File: src/rtl/carrier_rec_pkg.sv
package carrier_rec_pkg;
  localparam int SAMPLE_W  = 16;
  localparam int COEF_W    = 16;
  localparam int COEF_FRAC = 14;
  localparam int ACC_W     = 36;

  typedef logic signed [SAMPLE_W-1:0] sample_t;
  typedef logic signed [COEF_W-1:0]   coef_t;

  localparam longint SMAX = (64'sd1 <<< (SAMPLE_W-1)) - 1;
  localparam longint SMIN = -(64'sd1 <<< (SAMPLE_W-1));

  function automatic sample_t sat_sample(input logic signed [63:0] v);
    if (v > SMAX)      return sample_t'(SMAX);
    else if (v < SMIN) return sample_t'(SMIN);
    else               return sample_t'(v);
  endfunction
endpackage

File: src/rtl/carrier_sq.sv
module carrier_sq
  import carrier_rec_pkg::*;
(
  input  logic    clk_i,
  input  logic    rst_ni,
  input  logic    en_i,
  input  sample_t x_i,
  output sample_t sq_o
);
  localparam int PROD_W = 2 * SAMPLE_W;

  logic signed [PROD_W-1:0] prod;
  logic signed [63:0]       scaled;
  sample_t                  sq_q;

  assign prod   = x_i * x_i;
  assign scaled = 64'(prod) >>> (SAMPLE_W - 1);

  always_ff @(posedge clk_i or negedge rst_ni) begin
    if (!rst_ni)   sq_q <= '0;
    else if (en_i) sq_q <= sat_sample(scaled);
  end

  assign sq_o = sq_q;

  p_sat_square_r3: assert property (@(posedge clk_i) disable iff (!rst_ni)
    (en_i && x_i == sample_t'(SMIN)) |=> (sq_o == sample_t'(SMAX)));
endmodule

File: src/rtl/carrier_biquad.sv
module carrier_biquad
  import carrier_rec_pkg::*;
#(
  parameter coef_t B0 = 16'sd484,
  parameter coef_t B1 = 16'sd0,
  parameter coef_t B2 = -16'sd484,
  parameter coef_t A1 = -16'sd27853,
  parameter coef_t A2 = 16'sd15416
) (
  input  logic    clk_i,
  input  logic    rst_ni,
  input  logic    en_i,
  input  sample_t x_i,
  output sample_t y_o
);
  sample_t x1_q, x2_q, y1_q, y2_q;
  logic signed [ACC_W-1:0] acc;
  sample_t y_next;

  always_comb begin
    acc = ACC_W'(B0) * ACC_W'(x_i)
        + ACC_W'(B1) * ACC_W'(x1_q)
        + ACC_W'(B2) * ACC_W'(x2_q)
        - ACC_W'(A1) * ACC_W'(y1_q)
        - ACC_W'(A2) * ACC_W'(y2_q);
    y_next = sat_sample(64'(acc >>> COEF_FRAC));
  end

  always_ff @(posedge clk_i or negedge rst_ni) begin
    if (!rst_ni) begin
      x1_q <= '0;
      x2_q <= '0;
      y1_q <= '0;
      y2_q <= '0;
    end else if (en_i) begin
      x1_q <= x_i;
      x2_q <= x1_q;
      y1_q <= y_next;
      y2_q <= y1_q;
    end
  end

  assign y_o = y1_q;

  p_hold_stall_r2: assert property (@(posedge clk_i) disable iff (!rst_ni)
    !en_i |=> $stable(y_o));
endmodule

File: src/rtl/carrier_halver.sv
module carrier_halver
  import carrier_rec_pkg::*;
#(
  parameter int LEVEL = 16384
) (
  input  logic    clk_i,
  input  logic    rst_ni,
  input  logic    en_i,
  input  sample_t tone_i,
  output sample_t half_o
);
  localparam sample_t POS = sample_t'(LEVEL);
  localparam sample_t NEG = sample_t'(-LEVEL);

  sample_t prev_q;
  logic    flip_q;
  logic    rise;

  // rising zero crossing: negative before, non-negative now
  assign rise = (prev_q < 0) && (tone_i >= 0);

  always_ff @(posedge clk_i or negedge rst_ni) begin
    if (!rst_ni) begin
      prev_q <= '0;
      flip_q <= 1'b0;
    end else if (en_i) begin
      prev_q <= tone_i;
      if (rise) flip_q <= ~flip_q;
    end
  end

  assign half_o = flip_q ? NEG : POS;

  p_flip_cause_r5: assert property (@(posedge clk_i) disable iff (!rst_ni)
    !$stable(half_o) |-> $past(en_i && (prev_q < 0) && (tone_i >= 0)));
endmodule

File: src/rtl/carrier_recovery.sv
module carrier_recovery
  import carrier_rec_pkg::*;
#(
  parameter coef_t HI_B0 = 16'sd484,
  parameter coef_t HI_B1 = 16'sd0,
  parameter coef_t HI_B2 = -16'sd484,
  parameter coef_t HI_A1 = -16'sd27853,
  parameter coef_t HI_A2 = 16'sd15416,
  parameter coef_t LO_B0 = 16'sd484,
  parameter coef_t LO_B1 = 16'sd0,
  parameter coef_t LO_B2 = -16'sd484,
  parameter coef_t LO_A1 = -16'sd30786,
  parameter coef_t LO_A2 = 16'sd15416,
  parameter int    LEVEL = 16384
) (
  input  logic                clk_i,
  input  logic                rst_ni,
  input  logic                en_i,
  input  logic [SAMPLE_W-1:0] sample_i,
  output logic [SAMPLE_W-1:0] carrier_o,
  output logic                valid_o
);
  localparam int LAT   = 4;
  localparam int CNT_W = $clog2(LAT + 1);

  sample_t sq, tone, half, carrier;
  logic [CNT_W-1:0] fill_q;

  carrier_sq u_sq (
    .clk_i (clk_i), .rst_ni(rst_ni), .en_i(en_i),
    .x_i   (sample_t'(sample_i)), .sq_o(sq)
  );

  carrier_biquad #(.B0(HI_B0), .B1(HI_B1), .B2(HI_B2), .A1(HI_A1), .A2(HI_A2)) u_res_hi (
    .clk_i(clk_i), .rst_ni(rst_ni), .en_i(en_i), .x_i(sq), .y_o(tone)
  );

  carrier_halver #(.LEVEL(LEVEL)) u_half (
    .clk_i(clk_i), .rst_ni(rst_ni), .en_i(en_i), .tone_i(tone), .half_o(half)
  );

  carrier_biquad #(.B0(LO_B0), .B1(LO_B1), .B2(LO_B2), .A1(LO_A1), .A2(LO_A2)) u_res_lo (
    .clk_i(clk_i), .rst_ni(rst_ni), .en_i(en_i), .x_i(half), .y_o(carrier)
  );

  always_ff @(posedge clk_i or negedge rst_ni) begin
    if (!rst_ni)                               fill_q <= '0;
    else if (en_i && fill_q != CNT_W'(LAT))    fill_q <= fill_q + 1'b1;
  end

  assign valid_o   = (fill_q == CNT_W'(LAT));
  assign carrier_o = carrier;

  p_valid_sticky_r6: assert property (@(posedge clk_i) disable iff (!rst_ni)
    valid_o |=> valid_o);
  p_valid_rise_r6: assert property (@(posedge clk_i) disable iff (!rst_ni)
    $rose(valid_o) |-> $past(en_i));
  p_stall_out_r2: assert property (@(posedge clk_i) disable iff (!rst_ni)
    !en_i |=> ($stable(carrier_o) && $stable(valid_o)));
endmodule

File: config.mk
export PLATFORM = sky130hd
export DESIGN_NAME = carrier_recovery
export DESIGN_NICKNAME = d
export VERILOG_FILES = /design/src/rtl/carrier_rec_pkg.sv /design/src/rtl/carrier_sq.sv /design/src/rtl/carrier_biquad.sv /design/src/rtl/carrier_halver.sv /design/src/rtl/carrier_recovery.sv
export SDC_FILE = /design/constraint.sdc
export NUM_CORES = 2
export LEC_CHECK = 0
export ABC_CLOCK_PERIOD_IN_PS = 11600
export BUFFER_PORTS_ARGS = -buffer_cell sky130_fd_sc_hd__buf_2
export CAP_MARGIN = 20
export CELL_PAD_IN_SITES_DETAIL_PLACEMENT = 1
export CELL_PAD_IN_SITES_GLOBAL_PLACEMENT = 1
export CORE_MARGIN = 3
export CORE_UTILIZATION = 35
export CTS_BUF_LIST = sky130_fd_sc_hd__clkbuf_8
export DETAILED_ROUTE_END_ITERATION = 8
export GPL_ROUTABILITY_DRIVEN = 0
export PLACE_DENSITY_LB_ADDON = 0.1
export SLEW_MARGIN = 20
export SYNTH_ARGS = -nofsm -noshare
export SYNTH_HDL_FRONTEND = slang
export SYNTH_SLANG_ARGS = --single-unit
File: constraint.sdc
create_clock -name clk_i -period 11.6 [get_ports clk_i]
set_input_delay 1.74 -clock clk_i [delete_from_list [all_inputs] [get_ports clk_i]]
set_output_delay 1.74 -clock clk_i [all_outputs]
set_load 0.02 [all_outputs]
==> out/results.ini <==
[setup_path]
cp-start-kind=register
worstReg2RegStart=u_res_hi.y_o[1]
crit_required_ns=12.01
cp-startpoint=u_res_hi.y_o[1]
path_buf_inv=3
cpMostUsedCell=fa_1
worst-path-max-fanout=15
end_kind=register
crit_arrival_ns=10.89
cpPeakStageDelay_ns=0.68
worstSetupPathType=register to register
crit_slowest_cell=o41ai_1
cp_top_family=adder cells

[cts]
clkSinkCount=120
cts_resized=0
cts_root_buffer=clkbuf_8
clkLatencyLatePin_ns=0.59
cts.clk_slew.worst_paths_ns=0.10
postCtsSetupBuffers=0
numCtsBuffers=17
cts.htree.levels=4
cts.hold.buffers_added=0
clk_path_buf_depth=2
cts_tree=built

[logic_synthesis]
synth_ff_type=dfrtp_1
avgSynthCellArea_um2=9.53
ys_types=91
synth_edf_count=0
synth-seq-cells=120
synth_fp_nets=5834
synth_async_sr_flop_share=1.00
yosysSeqAreaShare=0.0726
netlist_instances=4338
syn_area_mm2=0.0414
yosys_warnings=0

[die]
die_area_mm2=0.122
design.core.area_mm2=0.117
rows=125
num_io_pins=36
dieWidth_um=350
start_util=0.354
die_h_um=350

[run_status]
status=finished clean

[placed_design]
dp_slack_ns=1.08
dpl.hpwl_um=93100
numPortBuffers=35

[timing]
fin_crit_ns=10.49
rsz0062_at_grt=no
finalCritPeriodShare=0.904
fin_skew_ns=0.0279
finalMaxSlewViolations=0
worst_pin_slew_ns=1.06
setup_violations=0
hold_viol_final=0
fin_setup_tns_ns=0
fmax_ghz=0.0954
slew_headroom=0.289
layout_setup_ws_ns=1.11

[grt]
top_usage_layer=met2
grt.met2_usage=0.314
grt_pass1_vias=32000
gr-usage-met3=0.0127
antenna_found_initial=1
grt_usage=0.182
grtUsageMet1=0.254
grt_max_degree=70
grt_pass1_wl_um=175000
gr-total-overflow=0

[cells_and_area]
fillers=13500
layout_commonest_cell=inv_1
drive_gt1_frac=0.0417
finish.net_count=5846
final_cell_mix=inv_1, fa_1, ha_1
syn_to_final_growth_pct=5.87

[routing]
drc=0
wl_per_cell_um=17.8
routed_via_density=4.76
drtPass1Iterations=5
ant_nets=0
vias=28000
drt_iter0_markers=824
routed_wl_um=105000

[worst_hold_path]
min_path_type=register to register
hp-start=u_res_lo.x1_q[14]

[job]
drv_cap=0

==> routing by layer <==
metal | up-vias | part of all wire
li1 | 13600 | -
met1 | 14300 | 0.50
met2 | 99 | 0.49
met3 | 42 | 0.0088
met4 | 0 | 0.0094
met5 | - | 0
==> worst register-to-register path: cells and delay by family, from the launching register on <==
family | cells | cell delay [ns]
XOR/XNOR | 1 | 0.29
AND/OR/NAND/NOR | 4 | 1.41
flip-flops | 1 | 0.54
adder cells (fa/ha/maj) | 10 | 4.37
AO/OA/AOI/OAI | 14 | 3.51
buffers and inverters | 3 | 0.20
==> cell usage after synthesis (29+ instances only) <==
library cell / instances / area, um^2
nand2_1: 208 / 781
a31oi_1: 29 / 181
xor2_1: 62 / 543
dfrtp_1: 120 / 3000
inv_1: 1208 / 4530
nor2_1: 147 / 552
nor3_1: 37 / 185
o21ai_0: 132 / 661
a21oi_1: 135 / 676
ha_1: 714 / 8930
mux2_2: 37 / 417
nand3_1: 38 / 190
clkbuf_1: 49 / 184
xnor2_1: 138 / 1210
and2_1: 68 / 425
fa_1: 763 / 15300
a21o_1: 55 / 413
==> area by class of cell <==
type / instances / area [um^2] / area share
Sequential cell: 120 / 3000 / 0.0686
Tap cell: 1524 / 1910 / 0.0436
Clock inverter: 11 / 169 / 0.00386
Multi-Input combinational cell: 2949 / 33600 / 0.766
Inverter: 1209 / 4540 / 0.104
Antenna cell: 1 / 2.50 / 0.0000572
Timing Repair Buffer: 53 / 319 / 0.00729
Clock buffer: 21 / 289 / 0.00660
==> registers in the layout (all words and copies together) (netlist names) <==
| name | flops |
|---|---|
| u_half.flip_q | 1 |
| u_sq.sq_o | 16 |
| u_res_lo.x2_q | 2 |
| u_res_hi.x1_q | 16 |
| u_res_lo.y2_q | 16 |
| u_res_hi.y_o | 16 |
| u_res_lo.y_o | 16 |
| fill_q | 3 |
| u_res_hi.x2_q | 16 |
| u_half.prev_q | 16 |
| u_res_lo.x1_q | 2 |
==> metrics by stage <==
| stage | utilization | hold WS, ns | area, um^2 | cells |
|---|---|---|---|---|
| 6_report | 0.375 | 0.478 | 43800 | 5888 |
| 2_1_floorplan | - | 0.437 | 41400 | 4338 |
| 5_1_grt | 0.375 | 0.489 | 43800 | 5888 |
| 3_3_place_gp | 0.371 | 0.454 | 43300 | 5855 |
| 4_1_cts | 0.375 | 0.482 | 43800 | 5887 |
| 3_5_place_dp | 0.371 | 0.459 | 43300 | 5855 |
==> final timing paths <==
kind,slack (ns),endpoint,cells past startpoint
min in group asynchronous,1.22,u_res_hi.x2_q[1],1
setup reg to reg,1.11,u_res_hi.y_o[14],32
max in group asynchronous,9.04,u_sq.sq_o[9],2
setup / recovery,1.11,u_res_hi.y_o[14],32
hold / removal,0.48,u_res_lo.x1_q[14],1
hold reg to reg,0.48,u_res_lo.x1_q[14],1
==> kinds of logic (layout without fill, tap and decap cells) <==
logic type               after synthesis  in the layout  synth area share
AND/OR/NAND/NOR                      649            649            0.0767
multiplexers                          43             43            0.0115
AO/OA/AOI/OAI                        580            580            0.0949
flip-flops                           120            120            0.0726
other                                  0              1                 0
XOR/XNOR                             200            200            0.0424
adder cells (fa/ha/maj)             1477           1477             0.585
buffers and inverters               1269           1294             0.117
Power is left out: the tool's default activity adds up to more than one toggle a clock period on the data nets, which glitch-free logic cannot reach.
